$ cat config.mk
export PLATFORM = sky130hd
export DESIGN_NAME = pulse_swallow_div
export DESIGN_NICKNAME = d
export VERILOG_FILES = /design/src/rtl/div_pkg.sv /design/src/rtl/div34_core.sv /design/src/rtl/dm_prescaler.sv /design/src/rtl/swallow_ctrl.sv /design/src/rtl/ratio_sel.sv /design/src/rtl/pulse_swallow_div.sv
export SDC_FILE = /design/constraint.sdc
export NUM_CORES = 1
export LEC_CHECK = 0
export ABC_AREA = 1
export BUFFER_PORTS_ARGS = -buffer_cell sky130_fd_sc_hd__buf_2
export CORE_UTILIZATION = 60
export CTS_BUF_LIST = sky130_fd_sc_hd__clkbuf_4 sky130_fd_sc_hd__clkbuf_8
export CTS_CLUSTER_DIAMETER = 40
export DETAILED_ROUTE_END_ITERATION = 8
export PLACE_DENSITY = 0.79
export SYNTH_ARGS = -nofsm -noshare
export SYNTH_HDL_FRONTEND = slang
export SYNTH_SLANG_ARGS = --single-unit
$ cat constraint.sdc
create_clock -name clk -period 1.7 [get_ports clk]
set_clock_uncertainty 0.05 [all_clocks]
set_input_delay 0.255 -clock clk [delete_from_list [all_inputs] [get_ports clk]]
set_output_delay 0.255 -clock clk [all_outputs]
set_load 0.05 [all_outputs]
$ cat src/rtl/div_pkg.sv
// Package div_pkg
// Default constants shared by the feedback divider and its checker.
// Assumes a 10/11 prescaler and that both modes start their swallow range at 9.
package div_pkg;
    localparam int PRE_N   = 10;   // low prescaler modulus
    localparam int P_LO    = 25;   // program count, 20 MHz mode
    localparam int P_HI    = 114;  // program count, 5 MHz mode
    localparam int S_BASE  = 9;    // swallow count for channel index 0
    localparam int SPAN_LO = 8;    // legal channel indices, 20 MHz mode
    localparam int SPAN_HI = 13;   // legal channel indices, 5 MHz mode
    localparam int CH_W    = 4;    // channel index width
endpackage

$ cat src/rtl/div34_core.sv
// Module div34_core
// Divide-by-3/4 core. It counts clock phases and flags the first and last
// phase of each core period. sel4 selects a four-phase period.
// Assumes sel4 holds steady for a whole period; the caller changes it only
// at period boundaries.
module div34_core (
    input  logic clk,
    input  logic rst_n,
    input  logic sel4,
    output logic first,
    output logic last
);
    logic [1:0] ph;

    assign first = (ph == 2'd0);
    assign last  = sel4 ? (ph == 2'd3) : (ph == 2'd2);

    // Phase counter: step forward each clock and wrap after the last phase.
    always_ff @(posedge clk) begin
        if (!rst_n)    ph <= 2'd0;
        else if (last) ph <= 2'd0;
        else           ph <= ph + 2'd1;
    end
endmodule

$ cat src/rtl/dm_prescaler.sv
// Module dm_prescaler
// Dual-modulus N/N+1 prescaler made of a 3/4 core that runs CPF periods
// per frame. The four-phase periods sit at the end of the frame.
// The modulus input is sampled on the first clock of each frame. That
// clock always belongs to a three-phase period, so the swallow counter has
// one clock to settle after the frame-end edge and the two never race.
// Assumes N/3 - (N mod 3) >= 2; this holds for N = 10.
module dm_prescaler #(
    parameter int N = 10
) (
    input  logic clk,
    input  logic rst_n,
    input  logic mc,
    output logic frame_end,
    output logic mc_q
);
    localparam int CPF   = N / 3;               // core periods per frame
    localparam int FOURS = N - 3 * CPF;          // 4-periods at modulus N
    localparam int SW    = CPF - FOURS - 1;      // period swapped for N+1
    localparam int K_W   = (CPF > 1) ? $clog2(CPF) : 1;

    logic [K_W-1:0] k;
    logic           sel4, c_first, c_last, frame_start;

    assign sel4        = (k > K_W'(SW)) || ((k == K_W'(SW)) && mc_q);
    assign frame_start = c_first && (k == '0);
    assign frame_end   = c_last && (k == K_W'(CPF - 1));

    div34_core u_core (
        .clk   (clk),
        .rst_n (rst_n),
        .sel4  (sel4),
        .first (c_first),
        .last  (c_last)
    );

    // Core period index within the frame.
    always_ff @(posedge clk) begin
        if (!rst_n)           k <= '0;
        else if (frame_end)   k <= '0;
        else if (c_last)      k <= k + K_W'(1);
    end

    // Sample the modulus control once per frame, on its first clock.
    always_ff @(posedge clk) begin
        if (!rst_n)           mc_q <= 1'b1;
        else if (frame_start) mc_q <= mc;
    end
endmodule

$ cat src/rtl/swallow_ctrl.sv
// Module swallow_ctrl
// Program and swallow down-counters, both clocked by prescaler frame ends.
// The modulus request stays high while the swallow count is non-zero.
// When the program count runs out, one feedback pulse is emitted and both
// counters reload from the pending ratio.
// Assumes the pending S is smaller than the pending P.
module swallow_ctrl #(
    parameter int P_W   = 7,
    parameter int S_W   = 5,
    parameter int P_RST = 25,
    parameter int S_RST = 9
) (
    input  logic           clk,
    input  logic           rst_n,
    input  logic           frame_end,
    input  logic [P_W-1:0] load_p,
    input  logic [S_W-1:0] load_s,
    output logic           fb_pulse,
    output logic           mc
);
    logic [P_W-1:0] left;
    logic [S_W-1:0] swl;
    logic           wrap;

    assign wrap = frame_end && (left == P_W'(1));
    assign mc   = (swl != '0);

    // Count frames down and reload both counters at the division boundary.
    always_ff @(posedge clk) begin
        if (!rst_n) begin
            left <= P_W'(P_RST);
            swl  <= S_W'(S_RST);
        end else if (wrap) begin
            left <= load_p;
            swl  <= load_s;
        end else if (frame_end) begin
            left <= left - P_W'(1);
            if (swl != '0) swl <= swl - S_W'(1);
        end
    end

    // Register the one-clock feedback pulse.
    always_ff @(posedge clk) begin
        if (!rst_n) fb_pulse <= 1'b0;
        else        fb_pulse <= wrap;
    end
endmodule

$ cat src/rtl/ratio_sel.sv
// Module ratio_sel
// Maps a channel index and mode to a pending (P, S) pair and rejects
// indices outside the mode's span. The pending pair is only read by the
// counters at a division boundary.
// Assumes spans fit in CH_W+1 bits.
module ratio_sel #(
    parameter int CH_W    = 4,
    parameter int P_W     = 7,
    parameter int S_W     = 5,
    parameter int P_LO    = 25,
    parameter int P_HI    = 114,
    parameter int S_BASE  = 9,
    parameter int SPAN_LO = 8,
    parameter int SPAN_HI = 13
) (
    input  logic            clk,
    input  logic            rst_n,
    input  logic            req,
    input  logic            mode,
    input  logic [CH_W-1:0] chan,
    output logic [P_W-1:0]  pend_p,
    output logic [S_W-1:0]  pend_s,
    output logic            req_err
);
    localparam logic [CH_W:0] LIM_LO = (CH_W + 1)'(SPAN_LO);
    localparam logic [CH_W:0] LIM_HI = (CH_W + 1)'(SPAN_HI);

    logic           legal;
    logic [P_W-1:0] p_new;
    logic [S_W-1:0] s_new;

    // Decode the request into a ratio and check it against the span.
    always_comb begin
        legal = ({1'b0, chan} < (mode ? LIM_HI : LIM_LO));
        p_new = mode ? P_W'(P_HI) : P_W'(P_LO);
        s_new = S_W'(S_BASE) + S_W'(chan);
    end

    // Keep the pending ratio; a refused request leaves it as it was.
    always_ff @(posedge clk) begin
        if (!rst_n) begin
            pend_p <= P_W'(P_LO);
            pend_s <= S_W'(S_BASE);
        end else if (req && legal) begin
            pend_p <= p_new;
            pend_s <= s_new;
        end
    end

    // Report whether the most recent request was refused.
    always_ff @(posedge clk) begin
        if (!rst_n)   req_err <= 1'b0;
        else if (req) req_err <= !legal;
    end
endmodule

$ cat src/rtl/pulse_swallow_div.sv
// Module pulse_swallow_div
// Top of the feedback divider. The division ratio is PRE_N*P + S, chosen
// from a channel index under one of two reference modes.
// Assumes clk is the halved oscillator clock.
module pulse_swallow_div #(
    parameter int PRE_N   = div_pkg::PRE_N,
    parameter int P_LO    = div_pkg::P_LO,
    parameter int P_HI    = div_pkg::P_HI,
    parameter int S_BASE  = div_pkg::S_BASE,
    parameter int SPAN_LO = div_pkg::SPAN_LO,
    parameter int SPAN_HI = div_pkg::SPAN_HI,
    parameter int CH_W    = div_pkg::CH_W
) (
    input  logic            clk,
    input  logic            rst_n,
    input  logic            req,
    input  logic            mode,
    input  logic [CH_W-1:0] chan,
    output logic            fb_pulse,
    output logic            mod_ctl,
    output logic            req_err
);
    localparam int P_W = $clog2(P_HI + 1);
    localparam int S_W = $clog2(S_BASE + SPAN_HI);

    logic [P_W-1:0] pend_p;
    logic [S_W-1:0] pend_s;
    logic           frame_end, mc;

    ratio_sel #(
        .CH_W(CH_W), .P_W(P_W), .S_W(S_W), .P_LO(P_LO), .P_HI(P_HI),
        .S_BASE(S_BASE), .SPAN_LO(SPAN_LO), .SPAN_HI(SPAN_HI)
    ) u_sel (
        .clk(clk), .rst_n(rst_n), .req(req), .mode(mode), .chan(chan),
        .pend_p(pend_p), .pend_s(pend_s), .req_err(req_err)
    );

    dm_prescaler #(.N(PRE_N)) u_pre (
        .clk(clk), .rst_n(rst_n), .mc(mc),
        .frame_end(frame_end), .mc_q(mod_ctl)
    );

    swallow_ctrl #(
        .P_W(P_W), .S_W(S_W), .P_RST(P_LO), .S_RST(S_BASE)
    ) u_cnt (
        .clk(clk), .rst_n(rst_n), .frame_end(frame_end),
        .load_p(pend_p), .load_s(pend_s),
        .fb_pulse(fb_pulse), .mc(mc)
    );
endmodule

==> results of run 1 <==
-- power groups by stage --
stage | clock network, W | registers (W) | logic [W]
3_3_place_gp | 0 | 0.000702 | 0.000283
5_1_grt | 0.000458 | 0.000703 | 0.000371
6_report | 0.000431 | 0.000698 | 0.000345
2_1_floorplan | 0 | 0.000727 | 0.000192
4_1_cts | 0.000435 | 0.000690 | 0.000295
3_5_place_dp | 0 | 0.000703 | 0.000294
-- area by class of cell --
cell class                      count  area [um^2]
Multi-Input combinational cell    144          871
Sequential cell                    26          523
Fill cell                         167          522
Timing Repair Buffer               23          160
Inverter                           30          113
Tap cell                           28         35.0
Clock inverter                      1         30.0
Clock buffer                        3         22.5
-- state kept, by name, summed over array words and instances (netlist names), 2 cells and up --
| signal | cells |
|---|---|
| u_cnt.swl | 5 |
| u_sel.pend_s | 5 |
| u_pre.k | 2 |
| u_cnt.left | 7 |
| u_pre.u_core.ph | 2 |
| u_sel.pend_p | 2 |
-- worst paths after layout --
| check | depth (start not counted) | slack, ns | from | end |
|---|---|---|---|---|
| setup / recovery | 10 | 0.05 | u_pre.k[1] | u_cnt.left[0] |
| hold / removal | 3 | 0.12 | req | u_sel.req_err |
| setup reg to reg | 10 | 0.05 | u_pre.k[1] | u_cnt.left[0] |
| hold reg to reg | 2 | 0.42 | u_cnt.swl[4] | u_cnt.swl[4] |
-- Yosys cell counts (2+ instances only) --
cell type | number | area, um^2
nand2_1 | 47 | 176
inv_1 | 29 | 109
dfxtp_1 | 26 | 521
nor2_1 | 16 | 60.1
a21oi_1 | 13 | 65.1
nand3_1 | 13 | 65.1
o21ai_0 | 10 | 50.1
ha_1 | 9 | 113
nand2_2 | 5 | 31.3
nand4_1 | 5 | 31.3
o211ai_1 | 4 | 30.0
xor2_1 | 4 | 35.0
nand3_2 | 3 | 30.0
nor2_4 | 3 | 33.8
nor2_2 | 2 | 12.5
xnor2_1 | 2 | 17.5
-- stage by stage --
step / setup TNS (ns) / util (%) / area, um^2 / worst slack [ns]
floorplan: 0 / - / 1490 / 0.0169
global placement: 0 / 70.2 / 1600 / 0.0496
detailed placement: -0.114 / 70.2 / 1600 / -0.0453
CTS: 0 / 72.5 / 1650 / 0.0172
global route: -0.00997 / 77.1 / 1750 / -0.00460
finish: 0 / 77.1 / 1750 / 0.0475
-- layer usage --
layer,up-vias,routed length [um],global-route usage [%]
li1,704,-,-
met1,658,1620,35.1
met2,35,1590,43.5
met3,8,105,2.92
met4,0,55,9.46
met5,-,0,0
-- worst max-delay path, cell delays in order (launching register included) --
cell,delay [ns]
dfxtp_2,0.37
inv_2,0.05
ha_4,0.16
inv_1,0.06
nand2_2,0.07
nand3_2,0.10
nand2_1,0.09
nor2_4,0.19
nand2_2,0.12
a21oi_1,0.18
o211ai_1,0.11
-- cells by family (layout without fill, tap and decap cells) --
logic type,count (synthesis),after routing,share of synthesized area (%)
xor+xnor,6,6,3.53
compound gates,30,30,11.2
flops,26,26,35.0
buf+inv,32,57,8.91
fa+ha+maj,9,9,7.57
simple gates,99,99,33.8
-- what timing repair did --
action | CTS | global route
resized for setup | 0 | 15
endpoints found under the setup margin | 0 | 14
setup buffers | 0 | 7
==> impl_results.md, run 1 <==
* Wire length per cell at between 10 and 15 um
* Final ANT Viol Nets at 0
* Register share of total power at 47.4%
* Period utilization at between 90% and 100%
* Syn_nets at around 220
* Vias in the first global route at between 1,000 and 1,500
* DP HPWL at about 2400 um
* Yosys warning total at 0
* Root buf cell: clkbuf_4
* Leak at 0.855 nW
* Max-slew headroom at around three quarters
* Fraction of registers with async set/reset at 0%
* Main synth FF type: dfxtp_1
* Gate power share at between 20% and 30%
* TritonCTS Buffers at 3
* Final setup fails at 0
* Final RePlAce weighted congestion at 0.894
* Final Critical Period at 1.65 ns
* Hold Crit Class: input port to flip-flop
* WHS at between 0.1 and 0.15 ns
* CP arrival at ~1.8 ns
* Sw power at ~0.00045 W
* # H-tree levels at 1
* First-pass GRT wire length at between 5000 and 6000 um
* Clock-pin slew on the worst setup and hold paths at 0.15 ns
* Final total power at between 0.001 and 0.0015 W
* Post-synth EDFFs at 0
* NumNets Final at about 250
* DRC at 0
* Post-Layout Cell Count at roughly 260
* F_max at 0.605 GHz
* Switching share of power at a little over 30%
* Max rail drop VDD at around 0.57 mV
* Die H at between 50 and 60 um
* Final-report max-slew violation count at 0
* Worst Tran Pin Value at 0.351 ns
* Buffers on Ports at 10
* DRT Wirelength at roughly 3400 um
* Max Root-Sink Buffers at 2
* Ports at 11
* Detailed Route Iter0 Violations at 32
* Commonest non-fill, non-tap cell in the layout: nand2_1
* Power per standard cell area at between 800 and 900 nW/um^2
* DR vias at 1,405
* # clock sinks at 26
* Sequential area share after synthesis at a little over a third
* Final hold vios at 0
* CTS tree: yes
* Starting density of the core at about 65%
* Pin count of the biggest net entering global routing at 16
* Placed cell count at roughly 240
* Most frequent cells in the layout: nand2_1 (44), inv_1 (28), dfxtp_1 (24)
* Avg Cell Area, Syn at between 7 and 8 um^2
* Layout area overhead at 17.9%
* Mapped Area at between 1000 and 1500 um^2
* Crit Path Class: flip-flop to flip-flop
* Vias/cell at approximately 5.5
* Status: finished clean
* Gr ovfl total at 0
* Die width at 51.8 um
* Required time worst endpoint at between 1.5 and 2 ns
* Critical Path Start Type: flip-flop
* Cts hold-fix bufs at 0
* Max FO, Critical Path at 5
* Setup crit end kind: flip-flop
* Max_cap viols at 0
* Rows at 17
* #FFs+latches synth at 26
* Die footprint at approximately 2700 um^2
* Core ar. at about 2300 um^2
* Antenna diode count at 0
* Antenna violations before repair at 0
* Clock share of power at between 20% and 30%
* TritonRoute pass-1 iters at 5
* GRT Util Overall at a little over a quarter
* Unique masters post-synth at 27
* Syn Inst Count at between 200 and 250
* Int Pwr at between 0.001 and 0.0015 W
* Clock Latency Late Sink at roughly 0.32 ns
* Layout cell share with drive strength beyond 1 at a little under a quarter
Power figures use the tool's default switching activity.
==> run 2: changes to the inputs <==
--- a/config.mk
+++ b/config.mk
@@ -7,6 +7,7 @@
 export LEC_CHECK = 0
 export ABC_AREA = 1
 export BUFFER_PORTS_ARGS = -buffer_cell sky130_fd_sc_hd__buf_2
+export CORE_MARGIN = 2
 export CORE_UTILIZATION = 60
 export CTS_BUF_LIST = sky130_fd_sc_hd__clkbuf_4 sky130_fd_sc_hd__clkbuf_8
 export CTS_CLUSTER_DIAMETER = 40
==> constraint.sdc (replaced) <==
create_clock -name clk -period 1.7 [get_ports clk]
set_clock_uncertainty 0.05 [all_clocks]
set_input_delay 0.085 -clock clk [delete_from_list [all_inputs] [get_ports clk]]
set_output_delay 0.085 -clock clk [all_outputs]
set_load 0.05 [all_outputs]
==> run 2 against run 1 <==
- hold slack lost 0.096 ns
- sequential cell count is the same
- die area grew 7.9%
- critical path type unchanged
- largest power group unchanged
==> impl_results.md, run 2 (synthesized netlist as in run 1, its figures left out) <==
* Required time worst endpoint at 1.90 ns
* DRC at 0
* Reg2reg setup slack at ~0.023 ns
* Regs by FF count: u_cnt.left x7, u_cnt.swl x5, u_sel.pend_s x5
* Ports at 11
* Buffers on Ports at 10
* Die width at between 50 and 60 um
* Crit Path Class: flip-flop to flip-flop
* Die footprint at 2890 um^2
* Sw power at 0.000489 W
* F_max at ~0.60 GHz
* Max_cap viols at 0
* Vias in the first global route at between 1,000 and 1,500
* Final Critical Period at between 1.5 and 2 ns
* Max incr delay on CP at roughly 0.36 ns
* WHS at ~0.025 ns
* RSZ-0062 raised after global routing: true
* Max FO, Critical Path at 5
* DP HPWL at approximately 2300 um
* Max rail drop VDD at ~0.69 mV
* Starting density of the core at between 60% and 70%
* CTS tree: yes
* # clock sinks at 26
* Hold Crit Class: input port to flip-flop
* Final hold vios at 0
* Gr ovfl total at 0
* Final RePlAce weighted congestion at between 0.8 and 0.9
* DR vias at 1,434
* Area of the multi-input gates at 918 um^2
* Slowest CP cell: dfxtp_2
* Power per standard cell area at between 800 and 900 nW/um^2
* Top reg by flops: u_cnt.left
* Depth of the worst hold-timing path at 3
* Setup crit end kind: flip-flop
* NumNets Final at 248
* Detailed Route Iter0 Violations at 45
* Antenna violations before repair at 0
* Rows at 18
* Critical Path Start Type: flip-flop
* Register Area at between 500 and 600 um^2
* Final total power at between 0.001 and 0.0015 W
* First-pass GRT wire length at about 5500 um
* Clock Latency Late Sink at roughly 0.33 ns
* DRT Wirelength at approximately 3600 um
* Most frequent cells in the layout: nand2_1 (44), inv_1 (27), dfxtp_1 (24)
* Die H at approximately 54 um
* Leak at slightly below 0.9 nW
* PnR worst setup slack at roughly 0.023 ns
* Core ar. at approximately 2400 um^2
* Fillers at 166
* CP Cell Sequence: inv_2, ha_4, inv_2, nand2_4, nand3_4, nand3_4, nor2_8, buf_4, nand2_1, nor2_1, nor2_1
* Worst Reg-to-Reg Cells at 11
* Layout area overhead at 21.4%
* Pin count of the biggest net entering global routing at 15
* Switching share of power at 33.6%
* Clock-pin slew on the worst setup and hold paths at ~0.15 ns
* Commonest non-fill, non-tap cell in the layout: nand2_1
* Max Root-Sink Buffers at 2
* Wire length per cell at approximately 14 um
* Cell area after layout at about 1800 um^2
* CP arrival at 1.87 ns
* Register share of total power at about 48%
* Max-slew headroom at between 70% and 80%
* Antenna diode count at 0
* Status: finished clean
* Gate power share at between 20 and 30%
* # H-tree levels at 1
* Vias/cell at about 5.5
* Layout cell share with drive strength beyond 1 at 24.3%
* Root buf cell: clkbuf_4
* Int Pwr at approximately 0.00097 W
* Dpl cell area at around 1600 um^2
* Final setup fails at 0
* Period utilization at 98.7%
* TritonCTS Buffers at 3
* Place WS at 0.00635 ns
* TritonRoute pass-1 iters at 4
* Final ANT Viol Nets at 0
* Max reg flops at 7
* Clock share of power at ~22%
* Worst Tran Pin Value at between 0.3 and 0.4 ns
* Final-report max-slew violation count at 0
* GRT Util Overall at approximately a quarter
[run 2: routing by layer]
layer	vias to the layer above	part of all wire (%)	global-route usage (%)
met2	46	53	47.8
li1	709	-	-
met3	8	4.8	4.17
met1	671	40	30.2
met5	-	0	0
met4	0	1.9	10.3
[run 2: worst max-delay path, delay by kind of cell, from the launching register on]
family,cells,cell delay (ns)
adder cells (fa/ha/maj),1,0.16
flip-flops,1,0.36
AND/OR/NAND/NOR,7,0.76
buffers and inverters,3,0.25
[run 2: timing repair]
action | 4_1_cts | 5_1_grt
setup endpoints to repair | 3 | 14
buffers inserted | 4 | 5
resized for setup | 1 | 21
endpoints found under the hold margin | 2 | 0
pin swaps | 2 | 7
cloned | 1 | 0
hold buffers | 2 | 0
[run 2: worst paths after layout]
check	startpoint	end
setup reg to reg	u_pre.k[1]	u_cnt.swl[2]
hold reg to reg	u_sel.pend_s[4]	u_cnt.swl[4]
hold / removal	chan[3]	u_sel.pend_s[4]
setup / recovery	u_pre.k[1]	u_cnt.swl[2]
[run 2: power groups by stage]
stage                     Clock (W)  Combinational (W)  Sequential, W
final                      0.000326           0.000424       0.000705
after global routing       0.000340           0.000459       0.000709
after CTS                  0.000319           0.000324       0.000689
after detailed placement          0           0.000299       0.000702
after global placement            0           0.000281       0.000700
after floorplan                   0           0.000192       0.000727
[run 2: metrics by stage]
stage,utilization (%),setup TNS [ns],cells
floorplan,-,0,202
detailed placement,65.8,0,244
global placement,65.8,0,244
global route,75.0,-0.201,260
CTS,69.9,0,255
finish,75.0,0,260
[run 2: cell type report]
| class | instances | share of cell area, % |
|---|---|---|
| multi-input cells | 145 | 50.8 |
| inverters | 30 | 6.23 |
| clock buffers | 4 | 2.01 |
| flip-flops and latches | 26 | 28.9 |
| well taps | 30 | 2.08 |
| repair buffers | 25 | 9.90 |
==> run 3: changes to the inputs <==
--- a/config.mk
+++ b/config.mk
@@ -8,11 +8,10 @@
 export ABC_AREA = 1
 export BUFFER_PORTS_ARGS = -buffer_cell sky130_fd_sc_hd__buf_2
 export CORE_MARGIN = 2
-export CORE_UTILIZATION = 60
+export CORE_UTILIZATION = 40
 export CTS_BUF_LIST = sky130_fd_sc_hd__clkbuf_4 sky130_fd_sc_hd__clkbuf_8
 export CTS_CLUSTER_DIAMETER = 40
 export DETAILED_ROUTE_END_ITERATION = 8
-export PLACE_DENSITY = 0.79
 export SYNTH_ARGS = -nofsm -noshare
 export SYNTH_HDL_FRONTEND = slang
 export SYNTH_SLANG_ARGS = --single-unit
==> run 3 against run 2 <==
- the run now ends with hold timing left
- highest routed layer unchanged
- power is 1.7% lower
- via count shrank 8.4%
- sequential cell count did not move
- sequential power decreased by 2%
- die area increased by 46%
==> impl_results.md, run 3 (synthesized netlist as in run 1, its figures left out) <==
* Power per standard cell area at 805 nW/um^2
* # clock sinks at 26
* Status: finished, violations left
* Final-report max-slew violation count at 0
* DP HPWL at 2280 um
* Buffers on Ports at 10
* Worst Tran Pin Value at between 0.3 and 0.4 ns
* Dpl cell area at approximately 1600 um^2
* Wire length per cell at approximately 11 um
* Final hold vios at 1
* Antenna violations before repair at 0
* Gr ovfl total at 0
* Worst Reg-to-Reg Cells at 10
* Final setup fails at 0
* Final RePlAce weighted congestion at approximately 0.86
* DR vias at between 1,000 and 1,500
* Max rail drop VDD at between 0.5 and 0.6 mV
* Layout cell share with drive strength beyond 1 at about 23%
* Setup crit end kind: flip-flop
* Antenna diode count at 0
* TNS Setup at 0 ns
* Die width at 65.0 um
* Leak at between 0.8 and 0.9 nW
* # H-tree levels at 1
* Slowest CP cell: dfxtp_2
* Final ANT Viol Nets at 0
* Commonest non-fill, non-tap cell in the layout: nand2_1
* Worst reg2reg endpoint: u_cnt.left[0]
* CP endpoint: u_cnt.left[0]
* Crit Path Class: flip-flop to flip-flop
* Max Root-Sink Buffers at 2
* Detailed Route Iter0 Violations at 38
* WHS at -0.000208 ns
* Failing checks: hold timing
* Cell area after layout at ~1800 um^2
* CTS tree: yes
* RSZ-0062 raised after global routing: true
* CP arrival at 1.70 ns
* Max_cap viols at 0
* Final Critical Period at ~1.6 ns
* Core ar. at 3610 um^2
* Required time worst endpoint at between 1.5 and 2 ns
* Rows at 22
* GRT Util Overall at between 10% and 20%
* First-pass GRT wire length at 5300 um
* Die H at around 65 um
* Vias in the first global route at about 1,200
* DRT Wirelength at about 3100 um
* Core Util, Final at around 49%
* TritonRoute pass-1 iters at 4
* Max FO, Critical Path at 6
* Starting density of the core at just over 40%
* Max incr delay on CP at between 0.3 and 0.4 ns
* Hold Crit Class: input port to flip-flop
* Reg2reg start: u_pre.k[1]
* Reg2reg setup slack at 0.11 ns
* Vias/cell at 4.83
* Pin count of the biggest net entering global routing at 15
* Worst setup path start: u_pre.k[1]
* DRC at 0
* Die footprint at between 4000 and 5000 um^2
* Max reg flops at 7
* Max-slew headroom at 76.5%
* Layout area overhead at 19.4%
* Most frequent cells in the layout: nand2_1 (44), inv_1 (28), dfxtp_1 (24)
* Top reg by flops: u_cnt.left
* CP Cell Sequence: inv_2, ha_4, inv_1, nand2_2, nand3_2, nand2_1, nor2_4, nand2_4, a21oi_1, o211ai_1
* Ports at 11
* NumNets Final at 242
* Final total power at 0.00143 W
* Critical Path Start Type: flip-flop
* Cts hold-fix bufs at 0
* Clock-pin slew on the worst setup and hold paths at 0.09 ns
* Clock Latency Late Sink at around 0.28 ns
* TritonCTS Buffers at 3
* F_max at about 0.63 GHz
* Regs by FF count: u_cnt.left x7, u_cnt.swl x5, u_sel.pend_s x5
* Period utilization at slightly above 90%
* Root buf cell: clkbuf_8
-- run 3: changes by cell type in the layout (fill, tap and decap cells not counted), moves of 2 or more --
cell | before | now
buf_6 | 3 | 1
clkbuf_4 | 3 | 0
clkbuf_8 | 1 | 4
dlygate4sd3_1 | 2 | 0
nand2_2 | 4 | 7
nand2_4 | 4 | 1
nand3_2 | 1 | 3
-- run 3: worst min-delay path by stage --
stage,to,cells after the start,startpoint
floorplan,u_sel.pend_s[0],1,chan[0]
global placement,u_sel.req_err,3,req
detailed placement,u_sel.req_err,3,req
CTS,u_sel.pend_s[0],2,chan[0]
global route,u_sel.req_err,3,req
finish,u_sel.req_err,3,req
-- run 3: repair_timing --
item / CTS / global route
resized for setup: 0 / 17
endpoints found under the setup margin: 0 / 12
buffers inserted: 0 / 4
-- run 3: power breakdown --
group | total, W | internal (W) | switching (W)
combinational | 0.000325 | 0.000122 | 0.000204
clock | 0.000412 | 0.000208 | 0.000204
sequential | 0.000693 | 0.000656 | 0.0000369
total | 0.00143 | 0.000985 | 0.000444
-- run 3: routing by layer --
| metal | GRT usage, % | vias to the layer above | wire length [um] |
|---|---|---|---|
| met1 | 20.8 | 575 | 1490 |
| li1 | - | 699 | - |
| met4 | 6.12 | 0 | 56 |
| met5 | 0 | - | 0 |
| met3 | 2.95 | 7 | 140 |
| met2 | 26.0 | 33 | 1390 |
-- run 3: cell type report --
| class | count | area (um^2) |
|---|---|---|
| clock buffer | 4 | 55.1 |
| tap | 48 | 60.1 |
| fill | 346 | 1830 |
| sequential | 26 | 523 |
| inverter | 30 | 113 |
| multi-input combinational | 144 | 897 |
| timing repair buffer | 20 | 129 |
-- run 3: stage by stage --
stage | worst slack (ns) | std cells
global route | -0.0177 | 272
floorplan | 0.0169 | 202
CTS | 0.0351 | 268
detailed placement | 0.0481 | 264
finish | 0.109 | 272
global placement | 0.0813 | 264
-- run 3: critical path: cells and delay by family, from the launching register on --
kind,cells,cell delay (ns)
compound gates,2,0.23
buf+inv,2,0.11
fa+ha+maj,1,0.15
flops,1,0.34
simple gates,5,0.60
